==> src/rtl/irqb_pkg.sv <==
package irqb_pkg;

    localparam int PORTS   = 12;
    localparam int REG_W   = 16;
    localparam int BYTE_W  = 8;
    localparam int NBYTE   = REG_W / BYTE_W;
    localparam int NREG    = 3;
    localparam int ADDR_W  = 3;
    localparam int SRC_W   = $clog2(NREG);

    localparam int PART_W  = PORTS + 2;
    localparam int RUNT_W  = PORTS + 3;
    localparam int LINK_W  = PORTS;

    localparam logic [BYTE_W-1:0] BANK_STAT = 8'h01;
    localparam logic [BYTE_W-1:0] BANK_ENA  = 8'h02;
    localparam logic [ADDR_W-1:0] ADDR_CMD  = '0;

    typedef enum logic [SRC_W-1:0] {
        SRC_PART = 2'd0,
        SRC_RUNT = 2'd1,
        SRC_LINK = 2'd2
    } src_e;

    typedef struct packed {
        logic             cmd_rd;
        logic             reg_hit;
        logic             in_stat;
        logic             in_ena;
        logic [SRC_W-1:0] src;
        logic             hi;
    } acc_t;

    typedef logic [NREG-1:0][REG_W-1:0]  regvec_t;
    typedef logic [NREG-1:0][NBYTE-1:0]  bytestb_t;

    function automatic int src_width(input int s);
        case (s)
            0:       return PART_W;
            1:       return RUNT_W;
            default: return LINK_W;
        endcase
    endfunction

    function automatic logic [REG_W-1:0] valid_mask(input int s);
        logic [REG_W-1:0] m;
        m = '0;
        for (int i = 0; i < REG_W; i++) begin
            if (i < src_width(s)) m[i] = 1'b1;
        end
        return m;
    endfunction

    function automatic logic [BYTE_W-1:0] pick_byte(input logic [REG_W-1:0] v,
                                                    input logic hi);
        return hi ? v[REG_W-1:BYTE_W] : v[BYTE_W-1:0];
    endfunction

endpackage

==> src/rtl/irqb_decode.sv <==
module irqb_decode
    import irqb_pkg::*;
(
    input  logic              clk,
    input  logic              rst,
    input  logic              wr_i,
    input  logic              rd_i,
    input  logic [ADDR_W-1:0] addr_i,
    input  logic [BYTE_W-1:0] wdata_i,
    output acc_t              acc_o,
    output bytestb_t          clr_o,
    output bytestb_t          ena_wr_o
);

    logic [BYTE_W-1:0] bank_q;
    logic [ADDR_W-1:0] off;
    logic              hit;
    logic [SRC_W-1:0]  src;
    logic              hi;

    always_ff @(posedge clk) begin
        if (rst) begin
            bank_q <= '0;
        end else if (wr_i && addr_i == ADDR_CMD) begin
            bank_q <= wdata_i;
        end
    end

    always_comb begin
        off = addr_i - ADDR_W'(1);
        hit = (addr_i != ADDR_CMD) && (off < ADDR_W'(NREG * NBYTE));
        src = off[SRC_W:1];
        hi  = off[0];
    end

    always_comb begin
        acc_o.cmd_rd  = rd_i && (addr_i == ADDR_CMD);
        acc_o.reg_hit = hit;
        acc_o.in_stat = (bank_q == BANK_STAT);
        acc_o.in_ena  = (bank_q == BANK_ENA);
        acc_o.src     = src;
        acc_o.hi      = hi;
    end

    for (genvar s = 0; s < NREG; s++) begin : g_src
        for (genvar b = 0; b < NBYTE; b++) begin : g_byte
            always_comb begin
                clr_o[s][b]    = rd_i && hit && acc_o.in_stat
                                 && (src == SRC_W'(s)) && (hi == 1'(b));
                ena_wr_o[s][b] = wr_i && hit && acc_o.in_ena
                                 && (src == SRC_W'(s)) && (hi == 1'(b));
            end
        end
    end

    a_r1_one_clear: assert property (@(posedge clk) disable iff (rst)
        $onehot0(clr_o));

    a_r1_bank_exclusive: assert property (@(posedge clk) disable iff (rst)
        !((|clr_o) && (|ena_wr_o)));

endmodule

==> src/rtl/irqb_latch_reg.sv <==
module irqb_latch_reg
    import irqb_pkg::*;
#(
    parameter logic [REG_W-1:0] VALID = '1
) (
    input  logic              clk,
    input  logic              rst,
    input  logic [REG_W-1:0]  evt_i,
    input  logic [NBYTE-1:0]  clr_i,
    input  logic [NBYTE-1:0]  ena_wr_i,
    input  logic [BYTE_W-1:0] wdata_i,
    output logic [REG_W-1:0]  stat_o,
    output logic [REG_W-1:0]  ena_o
);

    logic [REG_W-1:0] stat_q;
    logic [REG_W-1:0] ena_q;
    logic [REG_W-1:0] set_v;
    logic [REG_W-1:0] clr_v;

    assign set_v = evt_i & ena_q & VALID;

    for (genvar b = 0; b < NBYTE; b++) begin : g_byte
        assign clr_v[b*BYTE_W +: BYTE_W] = {BYTE_W{clr_i[b]}};

        always_ff @(posedge clk) begin
            if (rst) begin
                ena_q[b*BYTE_W +: BYTE_W] <= '0;
            end else if (ena_wr_i[b]) begin
                ena_q[b*BYTE_W +: BYTE_W] <= wdata_i & VALID[b*BYTE_W +: BYTE_W];
            end
        end

        always_ff @(posedge clk) begin
            if (rst) begin
                stat_q[b*BYTE_W +: BYTE_W] <= '0;
            end else begin
                stat_q[b*BYTE_W +: BYTE_W] <=
                    (stat_q[b*BYTE_W +: BYTE_W] & ~clr_v[b*BYTE_W +: BYTE_W])
                    | set_v[b*BYTE_W +: BYTE_W];
            end
        end
    end

    assign stat_o = stat_q;
    assign ena_o  = ena_q;

    a_r3_set_needs_enable: assert property (@(posedge clk) disable iff (rst)
        (stat_q & ~$past(stat_q) & ~$past(ena_q)) == '0);

    a_r8_event_beats_clear: assert property (@(posedge clk) disable iff (rst)
        ($past(evt_i & ena_q & VALID) & ~stat_q) == '0);

    a_r7_read_clears_byte: assert property (@(posedge clk) disable iff (rst)
        (stat_q & $past(clr_v) & ~$past(evt_i & ena_q)) == '0);

    a_r2_no_phantom_bits: assert property (@(posedge clk) disable iff (rst)
        ((stat_q | ena_q) & ~VALID) == '0);

endmodule

==> src/rtl/irqb_summary.sv <==
module irqb_summary
    import irqb_pkg::*;
(
    input  logic    clk,
    input  logic    rst,
    input  regvec_t stat_i,
    output logic    irq_o
);

    logic any_set;
    logic irq_q;

    always_comb begin
        any_set = 1'b0;
        for (int s = 0; s < NREG; s++) begin
            any_set = any_set | (|stat_i[s]);
        end
    end

    always_ff @(posedge clk) begin
        if (rst) irq_q <= 1'b0;
        else     irq_q <= any_set;
    end

    assign irq_o = irq_q;

    a_r9_irq_follows_pending: assert property (@(posedge clk) disable iff (rst)
        (stat_i != '0) |=> irq_q);

    a_r10_irq_drops_when_clear: assert property (@(posedge clk) disable iff (rst)
        (stat_i == '0) |=> !irq_q);

endmodule

==> src/rtl/irqb_top.sv <==
module irqb_top
    import irqb_pkg::*;
(
    input  logic              clk,
    input  logic              rst,
    input  logic              wr_i,
    input  logic              rd_i,
    input  logic [ADDR_W-1:0] addr_i,
    input  logic [BYTE_W-1:0] wdata_i,
    output logic [BYTE_W-1:0] rdata_o,
    input  logic [PART_W-1:0] part_evt_i,
    input  logic [RUNT_W-1:0] runt_evt_i,
    input  logic [LINK_W-1:0] link_evt_i,
    output logic              irq_o
);

    acc_t     acc;
    bytestb_t clr;
    bytestb_t ena_wr;
    regvec_t  evt_v;
    regvec_t  stat_v;
    regvec_t  ena_v;
    logic [BYTE_W-1:0] rd_byte;
    logic [BYTE_W-1:0] rdata_q;
    logic              irq;

    always_comb begin
        evt_v = '0;
        evt_v[SRC_PART][PART_W-1:0] = part_evt_i;
        evt_v[SRC_RUNT][RUNT_W-1:0] = runt_evt_i;
        evt_v[SRC_LINK][LINK_W-1:0] = link_evt_i;
    end

    irqb_decode u_decode (
        .clk      (clk),
        .rst      (rst),
        .wr_i     (wr_i),
        .rd_i     (rd_i),
        .addr_i   (addr_i),
        .wdata_i  (wdata_i),
        .acc_o    (acc),
        .clr_o    (clr),
        .ena_wr_o (ena_wr)
    );

    for (genvar s = 0; s < NREG; s++) begin : g_reg
        irqb_latch_reg #(
            .VALID (valid_mask(s))
        ) u_latch (
            .clk      (clk),
            .rst      (rst),
            .evt_i    (evt_v[s]),
            .clr_i    (clr[s]),
            .ena_wr_i (ena_wr[s]),
            .wdata_i  (wdata_i),
            .stat_o   (stat_v[s]),
            .ena_o    (ena_v[s])
        );
    end

    irqb_summary u_summary (
        .clk    (clk),
        .rst    (rst),
        .stat_i (stat_v),
        .irq_o  (irq)
    );

    always_comb begin
        rd_byte = '0;
        if (acc.cmd_rd) begin
            rd_byte = {{(BYTE_W-1){1'b0}}, irq};
        end else if (acc.reg_hit) begin
            for (int s = 0; s < NREG; s++) begin
                if (acc.src == SRC_W'(s)) begin
                    if (acc.in_stat)     rd_byte = pick_byte(stat_v[s], acc.hi);
                    else if (acc.in_ena) rd_byte = pick_byte(ena_v[s], acc.hi);
                end
            end
        end
    end

    always_ff @(posedge clk) begin
        if (rst)       rdata_q <= '0;
        else if (rd_i) rdata_q <= rd_byte;
    end

    assign rdata_o = rdata_q;
    assign irq_o   = irq;

    a_r11_cmd_read_reports_irq: assert property (@(posedge clk) disable iff (rst)
        (rd_i && addr_i == ADDR_CMD) |=> (rdata_o == {{(BYTE_W-1){1'b0}}, $past(irq)}));

endmodule

==> config.mk <==
export PLATFORM = sky130hd
export DESIGN_NAME = irqb_top
export DESIGN_NICKNAME = d
export VERILOG_FILES = /design/src/rtl/irqb_pkg.sv /design/src/rtl/irqb_decode.sv /design/src/rtl/irqb_latch_reg.sv /design/src/rtl/irqb_summary.sv /design/src/rtl/irqb_top.sv
export SDC_FILE = /design/constraint.sdc
export NUM_CORES = 1
export LEC_CHECK = 0
export CAP_MARGIN = 20
export CORE_ASPECT_RATIO = 1.4
export CORE_MARGIN = 4
export CORE_UTILIZATION = 45
export CTS_BUF_LIST = sky130_fd_sc_hd__clkbuf_4 sky130_fd_sc_hd__clkbuf_8 sky130_fd_sc_hd__clkbuf_16
export CTS_CLUSTER_DIAMETER = 30
export DETAILED_ROUTE_END_ITERATION = 10
export DONT_BUFFER_PORTS = 1
export GPL_ROUTABILITY_DRIVEN = 0
export SLEW_MARGIN = 10
export SYNTH_ARGS = -nofsm -noshare
export SYNTH_HDL_FRONTEND = slang
export SYNTH_SLANG_ARGS = --single-unit
==> constraint.sdc <==
create_clock -name clk -period 3.7 [get_ports clk]
set_clock_uncertainty 0.05 [all_clocks]
set_input_delay 0.185 -clock clk [delete_from_list [all_inputs] [get_ports clk]]
set_output_delay 0.185 -clock clk [all_outputs]
set_load 0.005 [all_outputs]
==> flow_summary.json, run 1 <==
{
  "rsz0062_at_grt": "no",
  "drc": 0,
  "cts.sinks": 106,
  "dieArea_mm2": 0.0123,
  "drt_iter0_markers": 340,
  "hold_violations": 0,
  "layout_setup_ws_ps": 1110,
  "start_util_pct": 46.0,
  "die_x_um": 95.0,
  "required_ps": 3880,
  "cts_tree": "yes",
  "endpoint_kind": "register",
  "finalCriticalPeriod_ps": 2590,
  "critPathSlowestCell": "ha_1",
  "critical-path-max-stage-delay_ps": 660,
  "nets": 587,
  "power.density_mw_per_mm2": 404,
  "diodes": 0,
  "yosys.area.top_type": "dfxtp_1",
  "cp.arrival_ps": 2770,
  "path_max_fanout": 35,
  "core_area_mm2": 0.0103,
  "postRouteAntennaNets": 0,
  "dpl.hpwl_mm": 10.5,
  "period_share_pct": 70.0,
  "setup_tns_ps": 0,
  "via_count": 4025,
  "critical_path.startpoint": "addr_i[0]",
  "async_flop_share_pct": 0,
  "hp-class": "input pin to register",
  "status": "complete, no violations",
  "rows": 44,
  "wl_per_cell_um": 22.5,
  "die_h_um": 130,
  "path_cells": "inv_2 > ha_1 > o2111a_1 > nand4_1 > a22oi_1 > nor2_1 > dlygate4sd3_1",
  "clock_latency_ps": 350,
  "maxSlewViolCount": 0,
  "dpl_worst_slack_ps": 871,
  "clock_path_buffers": 2,
  "ctsRootBufferMaster": "clkbuf_16",
  "finalSetupViolations": 0,
  "r2r-start": "u_decode.bank_q[2]",
  "cap_violations": 0,
  "max_slew_margin_pct": 46.1,
  "h-tree-depth": 3,
  "synth_flop_cell": "dfxtp_1",
  "clk_pin_slew_worst_paths_ps": 70,
  "cts_hold_buffers": 55,
  "syn-instance-count": 490,
  "seq_area_frac_synth_pct": 44.5,
  "ir_worst_vdd_v": 0.000253,
  "grt_max_degree": 96,
  "drt-pass1-iter-count": 5,
  "viasPerCell": 6.00,
  "grt_use_total_pct": 25.1,
  "cts_resized": 0,
  "synthTopCellsByArea": "dfxtp_1, mux2i_1, nor2_1, a22oi_1, mux4_2",
  "yosysWarnings": 0,
  "antenna_found_initial": 1,
  "crit_family": "buffers and inverters",
  "path_class": "input pin to register",
  "port_buffers": 0,
  "synth_top_area_share_pct": 44.5,
  "first_global_vias": 3927,
  "grt_pass1_wl_mm": 22.8,
  "fmax_ghz": 0.386,
  "synth_area_mm2": 0.00477,
  "grt-ovfl-total": 0,
  "synth_edf_count": 0,
  "synth-seq-cells": 106,
  "area_growth_pct": 19.8,
  "drive_gt1_share_pct": 8.26,
  "crit_buf_inv": 2,
  "cp-start-kind": "input pin",
  "yosysUniqueCellTypes": 50,
  "numCtsBuffers": 9,
  "hp-start": "rd_i",
  "post-cts-setup-buffer-count": 0,
  "finalWirelength_mm": 15.1,
  "io_pins": 65,
  "syn_nets": 548,
  "p_leak_uw": 0.00197,
  "worst-slew-pin-transition_ps": 802,
  "avgSynthCellArea_um2": 9.73
}
-- routing by layer --
| layer | global-route usage (%) | vias up | share of wire, % |
|---|---|---|---|
| li1 | - | 1892 | - |
| met1 | 31.4 | 1942 | 42 |
| met2 | 41.4 | 153 | 49 |
| met3 | 5.54 | 38 | 5.6 |
| met4 | 11.0 | 0 | 3.4 |
| met5 | 0 | - | 0 |
-- sequential cells by signal (all words and copies together), names as in the netlist --
register	flops
rdata_o	8
g.u_latch.stat_o	48
u_decode.bank_q	8
u_summary.irq_o	1
g.u_latch.ena_o	41
-- kinds of logic after synthesis --
logic type / count (synthesis) / synth area share (%)
AOI/OAI and AO/OA: 89 / 14.0
DFF: 106 / 44.5
muxes: 71 / 16.9
adders and majority gates: 2 / 0.525
and+or+nand+nor: 188 / 20.7
buffers and inverters: 31 / 2.55
xor gates and xnor gates: 3 / 0.709
-- layout by cell type, fill, tap and decap left out, types with 3 or more instances in the layout --
master and instances:
nor3b_1 3, dlygate4sd3_1 54, nor2b_1 4, dfxtp_1 106, mux2_2 7, and3b_1 3, nand2_1 25, nor4_4 6
a22oi_1 42, o211ai_1 3, mux2i_1 57, a32oi_1 4, nand4_1 9, and2_1 7, nand3_1 15, nand2b_1 4
nor2_1 90, a21oi_1 11, nor4_1 12, o21ai_0 6, clkbuf_16 9, a211oi_1 4, mux4_2 7
-- where the power goes --
part	total, uW	switching [uW]	internal, uW
Combinational	190	114	76.2
Clock	970	413	558
Sequential	1150	2.92	1140
-- per-stage QoR --
stage	utilization (%)	total power [uW]	instance area (um^2)	std cells	hold WS, ps
floorplan	-	1280	4770	490	282
global placement	46.7	1280	4840	601	216
detailed placement	46.7	1280	4840	601	215
CTS	55.1	2320	5710	671	10.5
global route	55.1	2370	5710	671	19.9
finish	55.1	2310	5710	671	15.2
-- path summary, 6_finish.rpt --
check / to / slack, ps / depth (start not counted)
setup / recovery: g_reg[2].u_latch.stat_o[10] / 1110 / 7
hold / removal: rdata_o[0] / 20 / 2
setup reg to reg: g_reg[2].u_latch.stat_o[10] / 1160 / 6
hold reg to reg: u_decode.bank_q[7] / 430 / 2
-- synth_stat cells, types with 2 or more instances --
master / n
dfxtp_1: 106
nor2_1: 90
mux2i_1: 57
a22oi_1: 42
nand2_1: 25
clkbuf_1: 23
nand3_1: 15
nor4_1: 12
a21oi_1: 11
nand4_1: 9
and2_1: 7
mux2_2: 7
mux4_2: 7
nor4_4: 6
o21ai_0: 6
a211oi_1: 4
a32oi_1: 4
buf_2: 4
nand2b_1: 4
nor2b_1: 4
and3b_1: 3
nor3b_1: 3
o211ai_1: 3
a31oi_1: 2
a32o_1: 2
and3_1: 2
ha_1: 2
inv_1: 2
nor3_1: 2
o221ai_1: 2
o2bb2ai_1: 2
o31ai_1: 2
o32ai_1: 2
xor2_1: 2
-- cell type report --
cell class / count / area (um^2)
Timing Repair Buffer: 56 / 576
Clock buffer: 11 / 253
Multi-Input combinational cell: 353 / 2520
Tap cell: 138 / 173
Fill cell: 961 / 4640
Clock inverter: 4 / 51.3
Sequential cell: 106 / 2120
Inverter: 3 / 11.3
Power figures use the tool's default switching activity.
==> run 2, diff against run 1 <==
Settings changed: ABC_AREA set to 1.
Clock period 3.7 ns to 2.35 ns, I/O delays scaled along.
==> flow_summary.json, run 2 <==
{
  "setup_tns_ps": 0,
  "maxSlewViolCount": 0,
  "clock_path_buffers": 2,
  "die_h_um": 133,
  "final_common_cell": "nand2_1",
  "dieArea_mm2": 0.0130,
  "synth_top_area_share_pct": 42.1,
  "rsz0062_at_grt": "no",
  "synth-seq-cells": 106,
  "dpl.hpwl_mm": 11.1,
  "worst_r2r_endpoint": "g_reg[1].u_latch.ena_o[5]",
  "via_count": 5180,
  "viasPerCell": 5.53,
  "synth_flop_cell": "dfxtp_1",
  "path_depth": 9,
  "synth_edf_count": 0,
  "io_pins": 65,
  "endpoint_kind": "register",
  "finalCriticalPeriod_ps": 2200,
  "power.density_mw_per_mm2": 640,
  "critical-path-max-stage-delay_ps": 580,
  "drt_iter0_markers": 421,
  "synthTopCellsByArea": "dfxtp_1, nand2_1, a21oi_1, nand3_1, nor2_1",
  "finalWirelength_mm": 16.1,
  "numCtsBuffers": 9,
  "multi_input_area_mm2": 0.00258,
  "fmax_ghz": 0.456,
  "worst-slew-pin-transition_ps": 705,
  "grt-ovfl-total": 0,
  "largest_reg_flops": 48,
  "hp-start": "addr_i[2]",
  "hold_violations": 0,
  "yosysWarnings": 0,
  "clock_latency_ps": 350,
  "reg2reg_slack_ps": 150,
  "endpoint": "g_reg[1].u_latch.ena_o[5]",
  "max_slew_margin_pct": 52.9,
  "final_cell_mix": "nand2_1, dfxtp_1, a21oi_1",
  "critical_path.startpoint": "u_decode.bank_q[5]",
  "port_buffers": 0,
  "hold_slack_ps": 43.6,
  "path_cells": "inv_1 > nand2_1 > nor2_2 > nand3_2 > nor3b_4 > buf_8 > nand4_1 > dlygate4sd3_1 > a21oi_1",
  "path_max_fanout": 26,
  "final_cells": 936,
  "cts_tree": "yes",
  "yosysMostFrequentCell": "nand2_1",
  "async_flop_share_pct": 0,
  "period_share_pct": 93.4,
  "area_growth_pct": 19.2,
  "avgSynthCellArea_um2": 6.69,
  "antenna_found_initial": 0,
  "grt_use_total_pct": 24.1,
  "reg2reg_depth": 9,
  "yosys.area.top_type": "dfxtp_1",
  "h-tree-depth": 3,
  "rows": 45,
  "synth_area_mm2": 0.00504,
  "clk_pin_slew_worst_paths_ps": 70,
  "die_x_um": 97.5,
  "syn_nets": 812,
  "yosysUniqueCellTypes": 26,
  "wl_per_cell_um": 17.2,
  "drc": 0,
  "cts.sinks": 106,
  "finalPower_uw": 3850,
  "cp-start-kind": "register",
  "grt_max_degree": 78,
  "nets": 848,
  "diodes": 0,
  "dp.cells": 865,
  "postRouteAntennaNets": 0,
  "p_leak_uw": 0.00234,
  "syn-instance-count": 754,
  "start_util_pct": 46.2,
  "r2r-start": "u_decode.bank_q[5]",
  "regArea_mm2": 0.00212,
  "drt-pass1-iter-count": 6,
  "layout_setup_ws_ps": 155,
  "grt_pass1_wl_mm": 25.0,
  "dpl_worst_slack_ps": 207,
  "ctsRootBufferMaster": "clkbuf_16",
  "path_class": "register to register",
  "seq_area_frac_synth_pct": 42.1,
  "first_global_vias": 4846,
  "crit_buf_inv": 3,
  "synth_common_cells": "nand2_1, dfxtp_1, a21oi_1",
  "critPathSlowestCell": "dlygate4sd3_1",
  "status": "complete, no violations",
  "required_ps": 2590,
  "finalSetupViolations": 0,
  "core_area_mm2": 0.0109,
  "fillers": 1063,
  "cap_violations": 0,
  "cp.arrival_ps": 2430,
  "crit_family": "buffers and inverters",
  "hp-class": "input pin to register",
  "drive_gt1_share_pct": 5.28,
  "ir_worst_vdd_v": 0.000405
}
run 2: cell count changes after synthesis, moves of 18 or more:
cell,previous run,this run
a21oi_1,11,101
a22oi_1,42,0
inv_1,2,38
mux2i_1,57,1
nand2_1,25,266
nand3_1,15,45
nand4_1,9,34
nor2_1,90,60
o21ai_0,6,24
run 2: worst min-delay path by stage:
stage	endpoint	slack [ps]	cells after the start
after floorplan	rdata_o[6]	160	1
after global placement	g_reg[1].u_latch.ena_o[9]	150	1
after detailed placement	g_reg[1].u_latch.stat_o[0]	150	1
after CTS	rdata_o[0]	40	5
after global routing	rdata_o[0]	80	5
final	rdata_o[0]	40	5
run 2: layout make-up:
type,count,share of cell area (%)
multi-input combinational,567,43.0
timing repair buffer,65,10.8
sequential,106,35.3
clock inverter,4,1.23
inverter,41,2.56
clock buffer,12,4.22
tap,141,2.93
run 2: kinds of logic (layout without fill, tap and decap cells):
family          count (synthesis)  in the layout  share of synthesized area [%]
flops                         106            106                           42.1
simple gates                  431            431                           36.9
mux                             1              1                          0.198
buf+inv                        81            122                           6.72
fa+ha+maj                       2              2                          0.496
compound gates                133            133                           13.6
run 2: per-layer routing:
layer	track usage, %	part of all wire, %	vias up
li1	-	-	2553
met1	30.6	43	2407
met2	40.0	48	188
met3	4.66	6.0	32
met4	9.78	3.2	0
met5	0	0	-
run 2: tightest hold or removal path, stage by stage:
cell     delay, ps
inv_1           70
nand3_1         80
nand2_1         40
inv_1           40
a21oi_1         50
run 2: repair_timing:
action / in CTS / in global routing
setup endpoints to repair: 0 / 3
buffers inserted: 0 / 0
resized for setup: 0 / 2
hold buffers: 55 / 0
endpoints found under the hold margin: 99 / 0
run 2: power by group:
| group | internal [uW] | switching (uW) |
|---|---|---|
| clock | 990 | 676 |
| sequential | 1810 | 6.74 |
| combinational | 135 | 236 |
run 2: stage by stage:
stage | cell area, um^2 | util (%)
floorplan | 5050 | -
global placement | 5110 | 46.8
detailed placement | 5110 | 46.8
CTS | 6010 | 55.0
global route | 6010 | 55.1
finish | 6010 | 55.1
